--- src/rtl/wdt_pkg.sv ---
package wdt_pkg;

  // True when the count sits on the last value before expiry.
  function automatic logic wdt_at_end(input int unsigned cnt, input int unsigned limit);
    return cnt == (limit - 1);
  endfunction

  // The count is held cleared while any of the system conditions block it.
  function automatic logic wdt_hold(input logic supply_ok, input logic por_busy,
                                    input logic ext_rst);
    return (!supply_ok) || por_busy || ext_rst;
  endfunction

  // Width needed to hold counts 0 .. limit-1.
  function automatic int unsigned wdt_width(input int unsigned limit);
    return (limit < 2) ? 1 : $clog2(limit);
  endfunction

endpackage

--- src/rtl/wdt_edge_sync.sv ---
module wdt_edge_sync #(
  parameter int unsigned STAGES = 2
) (
  input  logic clk_i,
  input  logic rst_ni,
  input  logic async_i,
  output logic edge_o
);
  logic [STAGES-1:0] sync_q;
  logic              last_q;

  generate
    for (genvar g = 0; g < STAGES; g++) begin : g_stage
      if (g == 0) begin : g_first
        always_ff @(posedge clk_i or negedge rst_ni) begin
          if (!rst_ni) sync_q[g] <= 1'b0;
          else         sync_q[g] <= async_i;
        end
      end else begin : g_next
        always_ff @(posedge clk_i or negedge rst_ni) begin
          if (!rst_ni) sync_q[g] <= 1'b0;
          else         sync_q[g] <= sync_q[g-1];
        end
      end
    end
  endgenerate

  always_ff @(posedge clk_i or negedge rst_ni) begin
    if (!rst_ni) last_q <= 1'b0;
    else         last_q <= sync_q[STAGES-1];
  end

  // Any level change, either direction, yields a single-cycle pulse.
  assign edge_o = sync_q[STAGES-1] ^ last_q;
endmodule

--- src/rtl/wdt_hold_gate.sv ---
module wdt_hold_gate (
  input  logic supply_ok_i,
  input  logic por_busy_i,
  input  logic ext_rst_i,
  output logic hold_o
);
  import wdt_pkg::*;
  always_comb hold_o = wdt_hold(supply_ok_i, por_busy_i, ext_rst_i);
endmodule

--- src/rtl/wdt_count.sv ---
module wdt_count #(
  parameter int unsigned LIMIT = 8000,
  parameter int unsigned CNT_W = 13
) (
  input  logic             clk_i,
  input  logic             rst_ni,
  input  logic             tick_i,
  input  logic             clear_i,
  output logic [CNT_W-1:0] count_o,
  output logic             expire_o
);
  import wdt_pkg::*;

  logic [CNT_W-1:0] cnt_q;
  logic             exp_q;
  logic             at_end_w;

  always_comb at_end_w = wdt_at_end(32'(cnt_q), LIMIT);

  always_ff @(posedge clk_i or negedge rst_ni) begin
    if (!rst_ni) begin
      cnt_q <= '0;
      exp_q <= 1'b0;
    end else begin
      exp_q <= 1'b0;
      if (clear_i) begin
        cnt_q <= '0;
      end else if (tick_i) begin
        if (at_end_w) begin
          cnt_q <= '0;
          exp_q <= 1'b1;
        end else begin
          cnt_q <= cnt_q + 1'b1;
        end
      end
    end
  end

  assign count_o  = cnt_q;
  assign expire_o = exp_q;
endmodule

--- src/rtl/wdt_cs_kick.sv ---
module wdt_cs_kick #(
  parameter int unsigned LIMIT       = 8000,
  parameter int unsigned SYNC_STAGES = 2
) (
  input  logic clk_i,
  input  logic rst_ni,
  input  logic tick_i,
  input  logic cs_i,
  input  logic supply_ok_i,
  input  logic por_busy_i,
  input  logic ext_rst_i,
  output logic timeout_o
);
  import wdt_pkg::*;
  localparam int unsigned CNT_W = wdt_width(LIMIT);

  logic             kick_w;
  logic             hold_w;
  logic             clear_w;
  logic [CNT_W-1:0] count_w;

  wdt_edge_sync #(.STAGES(SYNC_STAGES)) u_sync (
    .clk_i  (clk_i),
    .rst_ni (rst_ni),
    .async_i(cs_i),
    .edge_o (kick_w)
  );

  wdt_hold_gate u_hold (
    .supply_ok_i(supply_ok_i),
    .por_busy_i (por_busy_i),
    .ext_rst_i  (ext_rst_i),
    .hold_o     (hold_w)
  );

  assign clear_w = hold_w | kick_w;

  wdt_count #(.LIMIT(LIMIT), .CNT_W(CNT_W)) u_cnt (
    .clk_i   (clk_i),
    .rst_ni  (rst_ni),
    .tick_i  (tick_i),
    .clear_i (clear_w),
    .count_o (count_w),
    .expire_o(timeout_o)
  );
endmodule

--- config.mk ---
export PLATFORM = sky130hd
export DESIGN_NAME = wdt_cs_kick
export DESIGN_NICKNAME = d
export VERILOG_FILES = /design/src/rtl/wdt_pkg.sv /design/src/rtl/wdt_edge_sync.sv /design/src/rtl/wdt_hold_gate.sv /design/src/rtl/wdt_count.sv /design/src/rtl/wdt_cs_kick.sv
export SDC_FILE = /design/constraint.sdc
export NUM_CORES = 1
export LEC_CHECK = 0
export CELL_PAD_IN_SITES_DETAIL_PLACEMENT = 1
export CELL_PAD_IN_SITES_GLOBAL_PLACEMENT = 2
export CORE_MARGIN = 10
export CORE_UTILIZATION = 35
export CTS_CLUSTER_SIZE = 8
export DETAILED_ROUTE_END_ITERATION = 16
export HOLD_SLACK_MARGIN = 0.05
export PLACE_DENSITY_LB_ADDON = 0.2
export SYNTH_ARGS = -nofsm -noshare
export SYNTH_HDL_FRONTEND = slang
export SYNTH_SLANG_ARGS = --single-unit
--- constraint.sdc ---
create_clock -name clk_i -period 2 [get_ports clk_i]
set_input_delay 0.4 -clock clk_i [delete_from_list [all_inputs] [get_ports clk_i]]
set_output_delay 0.4 -clock clk_i [all_outputs]
set_load 0.01 [all_outputs]
==> results of run 1 <==
-- how the worst max path moves through the flow --
| stage | cells after the start | end | slack, ps |
|---|---|---|---|
| after floorplan | 5 | u_cnt.count_o[10] | 380 |
| after global placement | 6 | u_cnt.count_o[5] | -20 |
| after detailed placement | 6 | u_cnt.count_o[9] | -60 |
| after CTS | 6 | u_cnt.count_o[9] | 230 |
| after global routing | 4 | u_cnt.count_o[3] | 90 |
| final | 6 | u_cnt.count_o[9] | 230 |
-- final cells by class --
class / count / area share (%)
tap: 30 / 3.56
clock buffer: 3 / 2.14
timing repair buffer: 12 / 10.2
clock inverter: 1 / 0.712
sequential: 17 / 40.3
multi-input combinational: 68 / 42.3
inverter: 2 / 0.712
-- logic make-up (layout without fill, tap and decap cells) --
family                   count (synthesis)  count (layout)  synth area share (%)
buffers and inverters                    5              18                  2.38
AO/OA/AOI/OAI                           24              24                  17.1
XOR/XNOR                                 4               4                  4.76
AND/OR/NAND/NOR                         39              39                  26.7
adder cells (fa/ha/maj)                  1               1                  1.40
flip-flops                              17              17                  47.6
-- cells in the final DEF, fill, tap and decap left out, drive strengths merged, types with 4 or more instances in the layout --
cell and n:
clkdlybuf4s50 7, a31oi 6, nor2 4, nand3 5
o21ai 4, dfrtp 17, or4 4, nand4 5
o31ai 6, nand2 7, xor2 4, a21oi 5
buf 5
-- metal layers --
metal  global-route usage, %  part of all wire [%]  up-vias
met3                    2.54                   3.4        2
met1                    13.0                    50      382
met2                    13.3                    46       17
li1                        -                     -      375
met4                    3.29                  0.60        0
met5                       0                     0        -
-- worst register-to-register path, cell delays in order (launching register included) --
cell     delay, ps
dfrtp_1        420
xor2_2         350
nor3_2          80
buf_4          170
or4_1          510
a21oi_1        150
-- registers in the layout, indices dropped and copies added, names as in the netlist --
register and cells:
u_sync.sync_q 2, u_cnt.expire_o 1, u_sync.last_q 1, u_cnt.count_o 13
-- power by group --
group	switching [W]	internal (W)
logic	0.0000218	0.0000168
clock network	0.000126	0.0000761
registers	0.00000294	0.000347
total	0.000151	0.000440
-- synthesized netlist by cell type (all sizes together) (2+ instances only) --
library cell	number
dfrtp	17
nand2	7
a31oi	6
o31ai	6
a21oi	5
nand3	5
nand4	5
nor2	4
o21ai	4
or4	4
xor2	4
nor3	3
and3	2
and4	2
buf	2
inv	2
nor4	2
o211ai	2
or3	2
-- metrics by stage --
stage	cells	hold WS [ps]	total power [W]	setup slack [ps]
after floorplan	90	104	0.000369	381
after global placement	129	344	0.000395	-22.5
after detailed placement	129	343	0.000396	-59.7
after CTS	133	378	0.000596	227
after global routing	133	389	0.000620	90.2
final	133	373	0.000591	232
==> metrics.cfg, run 1 <==
[placed_design]
port_buffers=7
dpl-instance-area_sq_um=1020
dpl.hpwl_um=1650
routabilityCongestion=0.771

[synthesis]
synth_top_area_share_pct=47.6
synth_flop_cell=dfrtp_1
synthTopCellsByArea=dfrtp_1, o31ai_1, a31oi_1, or4_1, xor2_1
synthesis.nets=98
ys_types=30
synth.yosys.seq_area_share_pct=47.6
yosys_warnings=0
async_reset_ff_share_pct=100
synthCells=90
syn_area_sq_um=893
syn_area_per_cell_sq_um=9.93
synth-edff-count=0
synth.largest_area_cell=dfrtp_1
synth_seq_cells=17

[setup_path]
cp_top_family=simple AND/OR/NAND/NOR gates
reg2reg_depth=5
worstReg2RegStart=u_sync.last_q
cp.buffers_inverters=2
worstSetupPathType=input pin to flop
cpMaxStageDelayCell=or4_1
end_kind=flop
r2r-end=u_cnt.count_o[9]
critPathLaunchType=input pin
r2r_setup_slack_ps=240
worstPathRequired_ps=2230
critical_path.cell_chain=clkdlybuf4s50_1 > or3b_1 > nor3_2 > buf_4 > or4_1 > a21oi_1
worstSetupStartpoint=supply_ok_i
critPathMaxFanout=11
critPathMaxStageDelay_ps=510
worstPathArrival_ps=2000

[floorplan]
die_w_um=70.5
die-area_sq_um=4970
fp.dieH_um=70.5
pin_count=8
row_count=18
fp.coreArea_sq_um=2450
initial_core_util_pct=36.4

[global_routing]
overflow=0
antenna_found_initial=0
grt_pass1_wl_um=3830
grt_usage_pct=9.34
grt_pass1_vias=760
grt_max_degree=18

[cts]
post_cts_buffers=0
cts_tree=yes
cts-buffers-inserted=3
insertion_delay_ps=300
cts_resized=0
cts.sinks=17
cts_hold_buf=0
cts.clk_slew.worst_paths_ps=120
cts_max_level=1
cts_buffer_depth=2
cts_root_buffer=clkbuf_4

[timing]
timing.fmax_ghz=0.566
setup_viol=0
min_period_over_period_pct=88.4
slew_violations=0
slew_headroom_pct=59.7
clock_skew_ps=3.06
hold_viol_final=0
tightest_slew_ps=601
setup_tns_ps=0
rsz0062_at_grt=false
min_period_ps=1770

[drt]
vias_per_cell=5.83
ant_nets=0
drc=0
drt_pass1_iterations=4
drtIter0Drc=45
drt_wl_total_um=2170
routedWlPerCell_um=16.3
vias=776

[finish]
multiInputGateArea_sq_um=447
nNetsFinal=112
finish.utilization_pct=43.0
syn2layout_area_growth_pct=18.1
regArea_sq_um=425
n_antenna_cell=0
fill_cells=288
drive_gt1_share_pct=13.6
fin_area_sq_um=1050

[job]
cap_violations=0

[hold_path]
hold_end=u_sync.sync_q[1]
worstHoldStart=u_sync.sync_q[0]
holdPathStages=0
worstHoldPathType=flop to flop

[pwr]
p_per_area_nw_per_um2=560
ir_worst_vdd_mv=0.344
p_leak_nw=0.397

[outcome]
status=complete, no violations

Power figures use the tool's default switching activity.
==> run 2: changes to the inputs <==
--- a/config.mk
+++ b/config.mk
@@ -11,6 +11,7 @@
 export CORE_UTILIZATION = 35
 export CTS_CLUSTER_SIZE = 8
 export DETAILED_ROUTE_END_ITERATION = 16
+export GPL_TIMING_DRIVEN = 0
 export HOLD_SLACK_MARGIN = 0.05
 export PLACE_DENSITY_LB_ADDON = 0.2
 export SYNTH_ARGS = -nofsm -noshare
==> run 2 against run 1 <==
Setup slack lost 34 ps. Die area is the same. Worst hold slack gained 1.3 ps. Global-route usage grew 0.084 points. Clock skew grew 10 ps. Combinational power grew 6.2%. Non-clock buffer count shrank 2. Sequential share of layout area shrank 0.38 points. Final cell count shrank 1.5%. Critical path depth is the same. Largest cell class unchanged.
==> metrics.cfg, run 2 (synthesized netlist as in run 1, its figures left out) <==
[placed_design]
routabilityCongestion=0.825  ; +7.0%
dpl.hpwl_um=1580  ; -4.8%
dp_cells=127  ; -1.6%
port_buffers=7  ; unchanged

[timing]
min_period_over_period_pct=90.1  ; +1.7 points
min_period_ps=1800  ; +34.0 ps
clock_skew_ps=13.2  ; +10.1 ps
slew_violations=0  ; unchanged
rsz0062_at_grt=false
timing.fmax_ghz=0.555  ; -1.9%
hold_viol_final=0  ; unchanged
slew_headroom_pct=48.5  ; -11 points
tightest_slew_ps=769  ; +169 ps
setup_viol=0  ; unchanged
setup_tns_ps=0  ; unchanged

[setup_path]
worstSetupStartpoint=supply_ok_i
worstReg2RegStart=u_cnt.count_o[0]
critPathLaunchType=input pin
end_kind=flop
worstPathRequired_ps=2220  ; about the same
r2r-end=u_cnt.count_o[3]
critPathCapture=u_cnt.count_o[10]
worstPathArrival_ps=2020  ; +20 ps
worstSetupPathType=input pin to flop
reg2reg_depth=4  ; -1
r2r_setup_slack_ps=220  ; -20 ps
critPathMaxFanout=9  ; -2

[pwr]
p_per_area_nw_per_um2=551  ; -1.5%
p_leak_nw=0.396  ; -0.20%
ir_worst_vdd_mv=0.300  ; -13%

[drt]
drt_pass1_iterations=4  ; unchanged
routedWlPerCell_um=16.8  ; +2.6%
ant_nets=0  ; unchanged
drc=0  ; unchanged
drtIter0Drc=55  ; +22%
drt_wl_total_um=2200  ; +1.1%
vias_per_cell=5.89  ; +0.87%
vias=771  ; -0.64%

[finish]
n_antenna_cell=0  ; unchanged
nNetsFinal=110  ; -1.8%
fill_cells=280  ; -2.8%
final_cell_mix=dfrtp_1, clkdlybuf4s50_1, nand2_1, a31oi_1, o31ai_1
syn2layout_area_growth_pct=19.2
layout_commonest_cell=dfrtp_1
drive_gt1_share_pct=12.9  ; -0.72 points
largest_reg_flops=13  ; unchanged
fin_cells=131  ; -1.5%

[floorplan]
fp.coreArea_sq_um=2450  ; unchanged
row_count=18  ; unchanged
die_w_um=70.5  ; unchanged
die-area_sq_um=4970  ; unchanged
pin_count=8  ; unchanged
initial_core_util_pct=36.4  ; unchanged
fp.dieH_um=70.5  ; unchanged

[cts]
cts_max_level=1  ; unchanged
cts_root_buffer=clkbuf_4
cts-buffers-inserted=3  ; unchanged
cts.clk_slew.worst_paths_ps=110  ; about the same
cts.sinks=17  ; unchanged
cts_tree=yes
cts_buffer_depth=2  ; unchanged
cts_hold_buf=0  ; unchanged
insertion_delay_ps=300  ; about the same

[global_routing]
antenna_found_initial=0  ; unchanged
grt_pass1_vias=753  ; -0.92%
grt_max_degree=18  ; unchanged
overflow=0  ; unchanged
grt_pass1_wl_um=3830  ; unchanged
grt_usage_pct=9.42  ; +0.084 points

[hold_path]
worstHoldPathType=flop to flop

[outcome]
status=complete, no violations

[job]
cap_violations=0  ; unchanged

[run 2: what timing repair did]
action	in CTS	in global routing
hold endpoints to repair	0	0
pin swaps	0	1
resized for setup	2	1
endpoints found under the setup margin	10	8
buffers inserted	0	1
[run 2: critical path, stage by stage]
cell	delay [ps]
clkdlybuf4s50_1	450
or3b_1	490
nor3_4	260
buf_12	150
o211ai_1	100
a31oi_1	180
[run 2: metrics by stage]
step | util [%] | hold WS [ps] | cell area (sq um) | power [W] | worst slack [ps]
3_5_place_dp | 40.8 | 336 | 1000 | 0.000394 | -356
3_3_place_gp | 40.8 | 339 | 1000 | 0.000393 | -336
6_report | 43.4 | 374 | 1060 | 0.000587 | 198
5_1_grt | 43.4 | 408 | 1060 | 0.000627 | 37.6
2_1_floorplan | - | 104 | 893 | 0.000369 | 381
4_1_cts | 42.4 | 379 | 1040 | 0.000598 | 106
[run 2: area by class of cell]
class	count	area [sq um]	area share (%)
Multi-Input combinational cell	68	464	43.6
Sequential cell	17	425	40.0
Timing Repair Buffer	8	90.1	8.46
Tap cell	30	37.5	3.53
Clock buffer	3	22.5	2.12
Buffer	2	10.0	0.940
Clock inverter	1	7.51	0.705
Inverter	2	7.51	0.705
[run 2: worst min-delay path by stage]
stage,startpoint,to,slack [ps],cells past startpoint
final,u_sync.sync_q[0],u_sync.sync_q[1],370,0
after global routing,u_sync.sync_q[0],u_sync.sync_q[1],410,0
after CTS,u_sync.sync_q[0],u_sync.sync_q[1],380,0
after detailed placement,u_sync.sync_q[0],u_sync.sync_q[1],340,0
after global placement,u_sync.sync_q[0],u_sync.sync_q[1],340,0
after floorplan,rst_ni,u_cnt.count_o[0],100,0
[run 2: metal layers]
| layer | vias up | wire (um) | GRT usage, % |
|---|---|---|---|
| met5 | - | 0 | 0 |
| met4 | 0 | 23 | 1.97 |
| met3 | 5 | 85 | 3.53 |
| met2 | 12 | 1020 | 14.0 |
| met1 | 383 | 1070 | 12.6 |
| li1 | 371 | - | - |
[run 2: where the power goes]
group          internal [W]  leakage (nW)  switching (W)
Sequential         0.000347         0.231     0.00000290
Clock             0.0000763        0.0139       0.000120
Combinational     0.0000166         0.152      0.0000243
